--- config.mk ---
export PLATFORM = sky130hd
export DESIGN_NAME = ycc2rgb666
export DESIGN_NICKNAME = d
export VERILOG_FILES = /design/src/rtl/ycc_pkg.sv /design/src/rtl/ycc_scale_stage.sv /design/src/rtl/ycc_sum_stage.sv /design/src/rtl/ycc_clamp_stage.sv /design/src/rtl/ycc_ctl_delay.sv /design/src/rtl/ycc2rgb666.sv
export SDC_FILE = /design/constraint.sdc
export NUM_CORES = 1
export LEC_CHECK = 0
export CORE_MARGIN = 10
export CORE_UTILIZATION = 45
export DETAILED_ROUTE_END_ITERATION = 16
export PLACE_DENSITY = 0.59
export SYNTH_ARGS = -nofsm -noshare
export SYNTH_HDL_FRONTEND = slang
export SYNTH_SLANG_ARGS = --single-unit
--- constraint.sdc ---
create_clock -name clk -period 7.46 [get_ports clk]
set_clock_uncertainty 0.05 [all_clocks]
set_input_delay 1.492 -clock clk [delete_from_list [all_inputs] [get_ports clk]]
set_output_delay 1.492 -clock clk [all_outputs]
set_load 0.005 [all_outputs]
--- src/rtl/ycc_pkg.sv ---
package ycc_pkg;

    localparam int IN_W      = 8;
    localparam int DIFF_W    = IN_W + 2;
    localparam int PROD_W    = 20;
    localparam int SUM_W     = 21;
    localparam int CH_W      = 8;
    localparam int OUT_CH_W  = 6;
    localparam int N_CH      = 3;
    localparam int PIPE_LAT  = 4;
    localparam int CTL_LAT   = PIPE_LAT;
    localparam int RGB_W     = N_CH * OUT_CH_W;
    localparam int FRAC      = 8;
    localparam int ROUND_ADD = 1 << (FRAC - 1);
    localparam int CH_MAX    = (1 << CH_W) - 1;

    localparam int LUMA_OFF   = 16;
    localparam int CHROMA_OFF = 128;

    localparam int K_LUMA = 298;
    localparam int K_CR_R = 409;
    localparam int K_CR_G = 208;
    localparam int K_CB_G = 100;
    localparam int K_CB_B = 516;

    localparam int IDX_R = 2;
    localparam int IDX_G = 1;
    localparam int IDX_B = 0;

    typedef struct packed {
        logic hsync;
        logic vsync;
        logic field;
        logic den;
    } vid_ctl_t;

    typedef struct packed {
        logic signed [PROD_W-1:0] luma;
        logic signed [PROD_W-1:0] cr_r;
        logic signed [PROD_W-1:0] cr_g;
        logic signed [PROD_W-1:0] cb_g;
        logic signed [PROD_W-1:0] cb_b;
    } prod_t;

    typedef logic [N_CH-1:0][SUM_W-1:0] sum_vec_t;
    typedef logic [N_CH-1:0][CH_W-1:0]  chan_vec_t;

    function automatic logic signed [DIFF_W-1:0] offset_diff(
        input logic [IN_W-1:0] s,
        input int              off
    );
        logic signed [DIFF_W-1:0] a;
        logic signed [DIFF_W-1:0] b;
        a = $signed({2'b00, s});
        b = DIFF_W'(off);
        return a - b;
    endfunction

    function automatic logic signed [PROD_W-1:0] scale_const(
        input logic signed [DIFF_W-1:0] d,
        input int                       k
    );
        logic signed [PROD_W-1:0] de;
        logic signed [PROD_W-1:0] ke;
        de = PROD_W'(d);
        ke = PROD_W'(k);
        return de * ke;
    endfunction

    function automatic logic signed [SUM_W-1:0] widen(
        input logic signed [PROD_W-1:0] p
    );
        return SUM_W'(p);
    endfunction

    function automatic logic [CH_W-1:0] clamp_chan(
        input logic signed [SUM_W-1:0] s
    );
        logic signed [SUM_W-1:0] t;
        t = s >>> FRAC;
        if (t < 0) begin
            return '0;
        end else if (t > SUM_W'(CH_MAX)) begin
            return CH_W'(CH_MAX);
        end else begin
            return t[CH_W-1:0];
        end
    endfunction

endpackage

--- src/rtl/ycc_scale_stage.sv ---
module ycc_scale_stage
    import ycc_pkg::*;
(
    input  logic            clk,
    input  logic            rst,
    input  logic [IN_W-1:0] y,
    input  logic [IN_W-1:0] cb,
    input  logic [IN_W-1:0] cr,
    output prod_t           prod
);

    logic signed [DIFF_W-1:0] dy;
    logic signed [DIFF_W-1:0] dcb;
    logic signed [DIFF_W-1:0] dcr;
    prod_t                    prod_d;

    always_comb begin
        dy          = offset_diff(y, LUMA_OFF);
        dcb         = offset_diff(cb, CHROMA_OFF);
        dcr         = offset_diff(cr, CHROMA_OFF);
        prod_d.luma = scale_const(dy, K_LUMA);
        prod_d.cr_r = scale_const(dcr, K_CR_R);
        prod_d.cr_g = scale_const(dcr, K_CR_G);
        prod_d.cb_g = scale_const(dcb, K_CB_G);
        prod_d.cb_b = scale_const(dcb, K_CB_B);
    end

    always_ff @(posedge clk) begin
        if (rst) begin
            prod <= '0;
        end else begin
            prod <= prod_d;
        end
    end

endmodule

--- src/rtl/ycc_sum_stage.sv ---
module ycc_sum_stage
    import ycc_pkg::*;
(
    input  logic     clk,
    input  logic     rst,
    input  prod_t    prod,
    output sum_vec_t sums
);

    logic signed [SUM_W-1:0] luma_w;
    logic signed [SUM_W-1:0] rnd;
    sum_vec_t                sums_d;

    always_comb begin
        luma_w        = widen(prod.luma);
        rnd           = SUM_W'(ROUND_ADD);
        sums_d[IDX_R] = luma_w + widen(prod.cr_r) + rnd;
        sums_d[IDX_G] = luma_w - widen(prod.cr_g) - widen(prod.cb_g) + rnd;
        sums_d[IDX_B] = luma_w + widen(prod.cb_b) + rnd;
    end

    always_ff @(posedge clk) begin
        if (rst) begin
            sums <= '0;
        end else begin
            sums <= sums_d;
        end
    end

endmodule

--- src/rtl/ycc_clamp_stage.sv ---
module ycc_clamp_stage
    import ycc_pkg::*;
(
    input  logic      clk,
    input  logic      rst,
    input  sum_vec_t  sums,
    output chan_vec_t chans
);

    for (genvar c = 0; c < N_CH; c++) begin : g_chan
        always_ff @(posedge clk) begin
            if (rst) begin
                chans[c] <= '0;
            end else begin
                chans[c] <= clamp_chan($signed(sums[c]));
            end
        end
    end

endmodule

--- src/rtl/ycc_ctl_delay.sv ---
module ycc_ctl_delay
    import ycc_pkg::*;
#(
    parameter int DEPTH = CTL_LAT
) (
    input  logic     clk,
    input  logic     rst,
    input  vid_ctl_t ctl_in,
    output vid_ctl_t ctl_out
);

    vid_ctl_t tap [DEPTH+1];

    assign tap[0] = ctl_in;

    for (genvar s = 0; s < DEPTH; s++) begin : g_stage
        always_ff @(posedge clk) begin
            if (rst) begin
                tap[s+1] <= '0;
            end else begin
                tap[s+1] <= tap[s];
            end
        end
    end

    assign ctl_out = tap[DEPTH];

endmodule

--- src/rtl/ycc2rgb666.sv ---
module ycc2rgb666
    import ycc_pkg::*;
(
    input  logic             clk,
    input  logic             rst,
    input  logic             i_hsync,
    input  logic             i_vsync,
    input  logic             i_field,
    input  logic             i_den,
    input  logic [IN_W-1:0]  i_y,
    input  logic [IN_W-1:0]  i_cb,
    input  logic [IN_W-1:0]  i_cr,
    output logic             o_hsync,
    output logic             o_vsync,
    output logic             o_field,
    output logic             o_den,
    output logic [RGB_W-1:0] o_rgb
);

    prod_t     prod_q;
    sum_vec_t  sums_q;
    chan_vec_t chans_q;
    vid_ctl_t  ctl_in;
    vid_ctl_t  ctl_out;
    logic [RGB_W-1:0] rgb_d;

    ycc_scale_stage u_scale (
        .clk  (clk),
        .rst  (rst),
        .y    (i_y),
        .cb   (i_cb),
        .cr   (i_cr),
        .prod (prod_q)
    );

    ycc_sum_stage u_sum (
        .clk  (clk),
        .rst  (rst),
        .prod (prod_q),
        .sums (sums_q)
    );

    ycc_clamp_stage u_clamp (
        .clk   (clk),
        .rst   (rst),
        .sums  (sums_q),
        .chans (chans_q)
    );

    for (genvar c = 0; c < N_CH; c++) begin : g_pack
        assign rgb_d[c*OUT_CH_W +: OUT_CH_W] = chans_q[c][CH_W-1 -: OUT_CH_W];
    end

    always_ff @(posedge clk) begin
        if (rst) begin
            o_rgb <= '0;
        end else begin
            o_rgb <= rgb_d;
        end
    end

    assign ctl_in = '{hsync: i_hsync, vsync: i_vsync, field: i_field, den: i_den};

    ycc_ctl_delay #(.DEPTH(CTL_LAT)) u_ctl (
        .clk     (clk),
        .rst     (rst),
        .ctl_in  (ctl_in),
        .ctl_out (ctl_out)
    );

    assign o_hsync = ctl_out.hsync;
    assign o_vsync = ctl_out.vsync;
    assign o_field = ctl_out.field;
    assign o_den   = ctl_out.den;

endmodule

**Word-level counts from Yosys, hierarchy flattened**

Cells that the tools add are included.

- Bits of input ports: 30
- Logic and storage cells: 59
- Output and inout bits: 22
- Register bits: 216

- Mux-type cells: 3
- Add/sub/neg operators: 10
- $mul: 5
- Order comparisons: 6
- Reduce and logical (&&, ||, !) cells: 3

Operator list:

| kind | count |
|---|---|
| $add A21 B9 Y21 const B | 3 |
| $add A20 B20 Y21 | 2 |
| $gt A13 B9 Y1 const B | 3 |
| $lt A13 B1 Y1 const B | 3 |
| $mul A9 B9 Y18 const B | 2 |
| $mux W8 | 3 |
| $sub A20 B18 Y21 | 1 |
| $sub A21 B17 Y21 | 1 |
| $mul A9 B10 Y19 const B | 1 |
| $sub A8 B8 Y9 const B | 2 |
| $mul A9 B6 Y15 const B | 1 |
| $mul A9 B5 Y14 const B | 1 |
| $sub A8 B5 Y9 const B | 1 |
| $reduce_or A2 Y1 | 3 |

**Logic depth before layout (Yosys ltp)**

Gate-level depths: netlist of run 1.

- Word-level depth: 3
- Mapped depth: 18
- Gate-level depth less buffers: 18

**By module**

A second synthesis of run 1 with hierarchy kept.

- Cells, all modules: 1,514
- Area, all modules: 14,342.5 µm²

Modules (own cells, without submodules):

| module | area each (µm²) | sequential area each (µm²) | instances | cells each |
|---|---|---|---|---|
| ycc_scale_stage | 6,585.1 | 1,581.5 | 1 | 675 |
| ycc_sum_stage | 6,064.6 | 1,261.2 | 1 | 708 |
| ycc_clamp_stage | 709.4 | 480.5 | 1 | 57 |
| ycc_ctl_delay | 494.2 | 320.3 | 1 | 37 |
| ycc2rgb666 | 489.2 | 360.3 | 1 | 37 |

**Worst setup path before layout of run 1**

OpenSTA, ideal clock, no wires.

- Kind: input-to-reg
- Start point: input port i_y[4]
- End point: register, netlist name u_scale.prod[96]
- Path slack: 1,883 ps
- Arrival: 5,404 ps
- Stages on the path: 16
- Library setup time: 123 ps
- Data required time: 7,287 ps
- Buffers on the path: 1
- Cell sequence: inv_1 ha_1 nor3b_1 buf_1 ha_1 ha_1 inv_1 fa_1 fa_1 inv_1 ha_1 o21ai_1 a21boi_1 o31a_1 o31ai_1 mux2_1

- Cells in the longest elaborated chain, start to end: 2

Ends and longest elaborated chain:

| element | line | RTL |
|---|---|---|
| start: declaration | ycc2rgb666.sv:10 | `input logic [IN_W-1:0] i_y,` |
| $sub A8 B5 Y9 | ycc_pkg.sv:56 | `return a - b;` |
| $mul A9 B9 Y18 | ycc_pkg.sv:67 | `return de * ke;` |

No other way between the ends.
A chain may end at the register's enable or synchronous reset.

**Worst setup path after layout of run 1**

- Start point: input port i_cr[7]
- End point: register, netlist name u_scale.prod[76]

- Cells in the longest elaborated chain, start to end: 2

Ends and longest elaborated chain:

| element | line | RTL |
|---|---|---|
| start: declaration | ycc2rgb666.sv:12 | `input logic [IN_W-1:0] i_cr,` |
| $sub A8 B8 Y9 | ycc_pkg.sv:56 |  |
| $mul A9 B10 Y19 | ycc_pkg.sv:67 |  |

No other way between the ends.

==> results of run 1 <==
layout make-up:
cell class                      instances  area [um^2]  area share, %
Clock buffer                           17          425           3.20
Clock inverter                         15          156           1.18
Inverter                              187          702           5.27
Multi-Input combinational cell        869         7790           58.6
Sequential cell                       164         3280           24.7
Tap cell                              335          419           3.15
Timing Repair Buffer                   54          531           3.99
report_power, final:
part | switching [mW] | internal (mW)
Combinational | 1.33 | 1.07
Clock | 0.397 | 0.447
Sequential | 0.0956 | 1.08
cells by family after synthesis:
logic type,count (synthesis),share of synthesized area [%]
muxes,23,2.17
DFF,164,27.7
and+or+nand+nor,293,12.4
buffers and inverters,210,6.64
xor gates and xnor gates,45,3.32
adders and majority gates,316,36.7
AOI/OAI and AO/OA,192,11.0
worst max-delay path by stage:
stage               startpoint                     endpoint  slack (ns)  depth (start not counted)
global route           i_cr[7]  u_scale.prod[76]$_SDFF_PP0_        1.21                         15
floorplan               i_y[4]  u_scale.prod[96]$_SDFF_PP0_        1.88                         16
detailed placement     i_cr[7]  u_scale.prod[76]$_SDFF_PP0_        1.03                         15
finish                 i_cr[7]  u_scale.prod[76]$_SDFF_PP0_        1.49                         15
global placement       i_cr[7]  u_scale.prod[76]$_SDFF_PP0_        1.17                         15
CTS                    i_cr[7]  u_scale.prod[76]$_SDFF_PP0_        1.50                         15
flip-flops by register name, indices dropped and copies added (netlist names):
name           cells
u_sum.sums        33
u_clamp.chans     18
u_scale.prod      79
u_ctl.tap         12
u_ctl.ctl_out      4
o_rgb             18
worst max-delay path, stage by stage:
cell	delay (ns)
clkdlybuf4s50_1	0.87
inv_1	0.30
ha_1	0.35
inv_1	0.05
fa_1	0.49
inv_1	0.05
fa_1	0.47
ha_1	0.35
fa_1	0.47
a21o_1	0.20
a21oi_1	0.22
nor2b_1	0.10
o31a_1	0.29
o21ai_1	0.16
mux2_1	0.35
cell usage after synthesis (3+ instances only):
library cell	instances	area, um^2
or4_1	3	22.5
a21boi_1	3	22.5
dfxtp_1	164	3280
mux2i_1	4	40.0
o31ai_1	6	45.0
xnor2_1	27	236
a211oi_1	9	67.6
o21a_1	29	218
nand3_1	13	65.1
clkbuf_1	22	82.6
inv_1	187	702
nor3b_1	3	22.5
a21o_1	19	143
and3_1	4	25.0
fa_1	54	1080
o31a_1	4	35.0
nand4_1	5	31.3
o21ai_1	16	80.1
o211ai_1	5	37.5
o21ai_0	11	55.1
nor4_1	3	18.8
o21bai_1	11	82.6
nand2_1	29	109
nor2b_1	82	513
nand2b_1	6	37.5
or2_2	7	43.8
a21oi_1	50	250
nor2_1	100	375
ha_1	262	3280
xor2_1	18	158
a31oi_1	5	31.3
mux2_1	16	180
nor3_1	31	155
per-stage QoR:
stage / power, mW / utilization, % / hold slack (ns) / setup slack, ns / area [um^2]
CTS: 4.47 / 51.2 / 0.384 / 1.50 / 13300
finish: 4.43 / 51.2 / 0.382 / 1.49 / 13300
global route: 4.89 / 51.2 / 0.399 / 1.21 / 13300
global placement: 3.59 / 49.0 / 0.367 / 1.17 / 12700
detailed placement: 3.60 / 49.0 / 0.370 / 1.03 / 12700
floorplan: 3.03 / - / 0.364 / 1.88 / 11900
metal layers:
| metal | wire (um) | part of all wire [%] |
|---|---|---|
| met5 | 0 | 0 |
| met4 | 199 | 0.87 |
| met1 | 11600 | 51 |
| met3 | 683 | 3.0 |
| met2 | 10300 | 45 |
==> key figures, run 1 <==
Clocking
  – Post-cts gate resize count: 0
  – CTS H-tree lvls: 4
  – CTS tree: built
  – Clock latency on the worst-skew pair: 0.43 ns
  – Setup Buffers After CTS: 0
  – CTS buffer count: 17
  – Clock sink total: 164
  – CTS Root Cell: clkbuf_16
  – Clk pin slew, worst setup/hold paths: 0.07 ns
  – Max clock buf depth: 2
  – Post-CTS Hold Buffers: 0

STA
  – Worst-Margin Slew: 0.859 ns
  – Final hold violation count: 0
  – TNS Setup: 0 ns
  – RSZ-0062 raised after global routing: no
  – Min cycle time layout: 5.97 ns
  – Max_slew headroom: 42.7%
  – Fin. max-slew vios: 0
  – Peak Freq: 0.168 GHz
  – Final setup violation count: 0
  – Final worst path period share: 80.0%

Power
  – Power per Cell Area: 333 mW/mm^2
  – Pleak: 6.61 nW
  – Maximum VDD drop: 0.000240 V

Run status
  – Status: finished clean

Min path
  – WHS Endpoint: u_ctl.tap[4]$_SDFF_PP0_
  – Hold Crit Class: reg -> reg
  – Worst hold start: u_ctl.tap[8]$_SDFF_PP0_
  – Hold depth: 1

Synth
  – Netlist cell types: 61
  – #FFs+latches synth: 164
  – Post-synthesis sequential area ratio: 27.7%
  – Synth Net Count: 1589
  – FFs w/ async S/R, synth: 0%
  – Post-synth EDFFs: 0
  – Syn avg cell area: 9.55 um^2
  – YS warnings: 0
  – Netlist Area Pre-Place: 0.0119 mm^2
  – Ys flop type: dfxtp_1
  – Mapped Cells: 1243

Finish
  – Area delta synth->final: 12.2%
  – Fillcell total: 2387
  – Nets: 1639
  – Number of diodes: 0
  – Post-Layout Cell Count: 1641
  – Most frequent cells in the layout: 262 x ha_1, 187 x inv_1, 164 x dfxtp_1
  – Layout cells sized above 1: 4.13%
  – Most common cell after layout, fill and taps aside: ha_1

Flow run
  – Max-cap violations: 0

Worst setup path
  – Worst r2r src: u_scale.prod[90]$_SDFF_PP0_
  – Critical setup path kind: in -> reg
  – FF-to-FF setup slack: 4.29 ns
  – Worst path required time: 7.72 ns
  – WP data arrival: 6.22 ns
  – CP Capture Type: register
  – Startpoint type of the worst setup path: input pin
  – Worst reg2reg path depth: 9
  – CP max FO: 10
  – RR Endpoint: u_sum.sums[36]$_SDFF_PP0_

Floorplanning
  – Core Region: 0.0260 mm^2
  – Die Span X: 182 um
  – Die area: 0.0333 mm^2
  – I/O pin count: 52
  – Die Span Y: 182 um
  – Row count: 59
  – Initial Utilization: 45.7%

Route
  – Vias per inst: 4.92
  – Antenna-violating nets left: 0
  – Final wirelength: 22.8 mm
  – Drt wl/cell: 13.9 um
  – Vias: 8077
  – DRT Pass-1 Iters: 5
  – DRT iter0 DRCs: 324
  – DR DRC count: 0

Global routing
  – Total global-route track usage: 14.5%
  – Antenna violations before repair: 0
  – GRT met1 Usage: 19.7%
  – Pin count of the biggest net entering global routing: 85
  – Grt met3 use: 2.55%
  – GRT busiest layer: met2
  – First-pass GRT wire length: 40.0 mm
  – Vias in the first global route: 8110
  – Grt total ovfl: 0
  – Met2 layer usage reported by global route: 23.2%

Place
  – Routability congestion estimate: 0.865
  – DP HPWL: 18.9 mm
  – Buffers on Ports: 51
  – Dpl cells: 1609
Power figures use the tool's default switching activity.
==> run 2: changes to the inputs <==
--- a/config.mk
+++ b/config.mk
@@ -8,7 +8,7 @@
 export CORE_MARGIN = 10
 export CORE_UTILIZATION = 45
 export DETAILED_ROUTE_END_ITERATION = 16
-export PLACE_DENSITY = 0.59
+export PLACE_DENSITY = 0.62
 export SYNTH_ARGS = -nofsm -noshare
 export SYNTH_HDL_FRONTEND = slang
 export SYNTH_SLANG_ARGS = --single-unit
==> constraint.sdc (replaced) <==
create_clock -name clk -period 5.05 [get_ports clk]
set_clock_uncertainty 0.05 [all_clocks]
set_input_delay 1.01 -clock clk [delete_from_list [all_inputs] [get_ports clk]]
set_output_delay 1.01 -clock clk [all_outputs]
set_load 0.005 [all_outputs]
==> key figures, run 2 (synthesis gave the netlist of run 1 again) <==
Clocking
  – CTS Root Cell: clkbuf_16
  – Post-CTS Hold Buffers: 0 (unchanged)
  – CTS buffer count: 17 (unchanged)
  – Clock latency on the worst-skew pair: 0.42 ns (about the same)
  – CTS tree: built
  – Max clock buf depth: 2 (unchanged)
  – Clk pin slew, worst setup/hold paths: 0.07 ns (about the same)
  – Clock sink total: 164 (unchanged)
  – CTS H-tree lvls: 4 (unchanged)

Min path
  – Worst hold start: u_clamp.chans[6]$_SDFF_PP0_
  – Hold Crit Class: reg -> reg

Global routing
  – Vias in the first global route: 8267 (+1.9%)
  – Antenna violations before repair: 0 (unchanged)
  – First-pass GRT wire length: 39.6 mm (-0.98%)
  – Grt total ovfl: 0 (unchanged)
  – Total global-route track usage: 14.3% (-0.23 points)
  – Pin count of the biggest net entering global routing: 102 (+20%)

Worst setup path
  – Critical setup path kind: in -> reg
  – CP Capture Type: register
  – Startpoint type of the worst setup path: input pin
  – Crit path from: i_cr[4]
  – WP data arrival: 5.11 ns (-1.11 ns)
  – CP cell instances: clkdlybuf4s50_1 > buf_4 > ha_1 > inv_1 > fa_1 > inv_1 > ha_1 > inv_1 > fa_1 > inv_1 > ha_1 > ha_1 > o21a_1 > a21oi_1 > a21oi_1 > a311oi_1 > mux2_1
  – CP max FO: 3 (-7)
  – Worst r2r src: u_scale.prod[90]$_SDFF_PP0_
  – Crit-path max cell delay: 0.53 ns (-0.34 ns)
  – Worst path required time: 5.31 ns (-2.41 ns)
  – Crit-path slowest cell: fa_1

Route
  – Drt wl/cell: 13.6 um (-2.2%)
  – Final wirelength: 23.0 mm (+0.86%)
  – DRT Pass-1 Iters: 5 (unchanged)
  – Vias: 8312 (+2.9%)
  – DR DRC count: 0 (unchanged)
  – Vias per inst: 4.91 (-0.25%)
  – DRT iter0 DRCs: 337 (+4.0%)
  – Antenna-violating nets left: 0 (unchanged)

Place
  – DP HPWL: 19.2 mm (+1.6%)
  – Buffers on Ports: 51 (unchanged)
  – Dpl cells: 1660 (+3.2%)
  – Routability congestion estimate: 0.873 (+0.99%)

Finish
  – Most frequent cells in the layout: 261 x ha_1, 186 x inv_1, 164 x dfxtp_1
  – Layout cells sized above 1: 8.32% (+4.2 points)
  – Most common cell after layout, fill and taps aside: ha_1
  – Largest registers: u_scale.prod (79), u_sum.sums (33)
  – Post-Layout Cell Count: 1693 (+3.2%)
  – Area delta synth->final: 16.2%
  – Final Core Density: 53.0% (+1.8 points)
  – Reg with most FFs: u_scale.prod
  – Max reg flops: 79 (unchanged)
  – Nets: 1691 (+3.2%)
  – Number of diodes: 0 (unchanged)

Power
  – Pleak: 6.88 nW (+4.1%)
  – Maximum VDD drop: 0.000441 V (+84%)
  – Power per Cell Area: 489 mW/mm^2 (+47%)
  – Total Power: 6.74 mW (+52%)

Floorplanning
  – I/O pin count: 52 (unchanged)
  – Core Region: 0.0260 mm^2 (unchanged)
  – Die Span X: 182 um (unchanged)
  – Die area: 0.0333 mm^2 (unchanged)
  – Row count: 59 (unchanged)
  – Initial Utilization: 45.7% (unchanged)
  – Die Span Y: 182 um (unchanged)

STA
  – Peak Freq: 0.206 GHz
  – Final setup violation count: 0 (unchanged)
  – Hold slack: 0.381 ns (-0.000900 ns)
  – Max_slew headroom: 32.1% (-11 points)
  – Final hold violation count: 0 (unchanged)
  – TNS Setup: 0 ns (unchanged)
  – Worst-Margin Slew: 1.02 ns (+0.159 ns)
  – Fin. max-slew vios: 0 (unchanged)
  – RSZ-0062 raised after global routing: no
  – Min cycle time layout: 4.85 ns
  – Final worst path period share: 96.1%

Flow run
  – Max-cap violations: 0 (unchanged)

Run status
  – Status: finished clean
[run 2: cell types whose count changed in the layout (fill, tap and decap cells not counted), sizes merged]
cell    before  now
buf          4   56
bufinv       0    1
inv        195  194
[run 2: area by class of cell]
cell class / instances / area [um^2]
Tap cell: 335 / 419
Multi-Input combinational cell: 869 / 7840
Fill cell: 2384 / 12200
Sequential cell: 164 / 3280
Inverter: 187 / 702
Timing Repair Buffer: 106 / 933
Clock inverter: 15 / 183
Clock buffer: 17 / 425
[run 2: timing repair]
item / in CTS / in global routing
setup endpoints to repair: 0 / 7
buffers inserted: 0 / 1
hold endpoints to repair: 0 / 0
resized for setup: 0 / 8
[run 2: power breakdown]
| part | total, mW | internal, mW | switching, mW |
|---|---|---|---|
| clock | 1.29 | 0.710 | 0.582 |
| sequential | 1.75 | 1.60 | 0.147 |
| combinational | 3.70 | 1.70 | 2.00 |
| total | 6.74 | 4.01 | 2.73 |
[run 2: stage by stage]
stage | worst slack (ns) | instance area [um^2]
6_report | 0.199 | 13800
5_1_grt | 0.00696 | 13800
4_1_cts | 0.0794 | 13700
3_5_place_dp | -0.375 | 13100
3_3_place_gp | -0.207 | 13100
2_1_floorplan | 0.172 | 11900
[run 2: per-layer routing]
metal	vias up	share of wire (%)	global-route usage [%]	wire length [um]
met5	-	0	0	0
met1	3848	50	19.2	11600
met4	0	1.2	3.84	275
met2	80	46	23.3	10500
met3	14	2.4	2.20	556
li1	4370	-	-	-
[run 2: worst paths after layout]
kind                                      end  slack [ns]  cells past startpoint
setup / recovery  u_scale.prod[77]$_SDFF_PP0_        0.20                     17
hold / removal            o_rgb[4]$_SDFF_PP0_        0.38                      1
setup reg to reg    u_sum.sums[36]$_SDFF_PP0_        1.84                      9
hold reg to reg           o_rgb[4]$_SDFF_PP0_        0.38                      1
[run 2: critical path, delay by kind of cell]
family | cells | cell delay, ns
buf+inv | 6 | 0.80
fa+ha+maj | 6 | 2.11
compound gates | 4 | 0.81
mux | 1 | 0.36
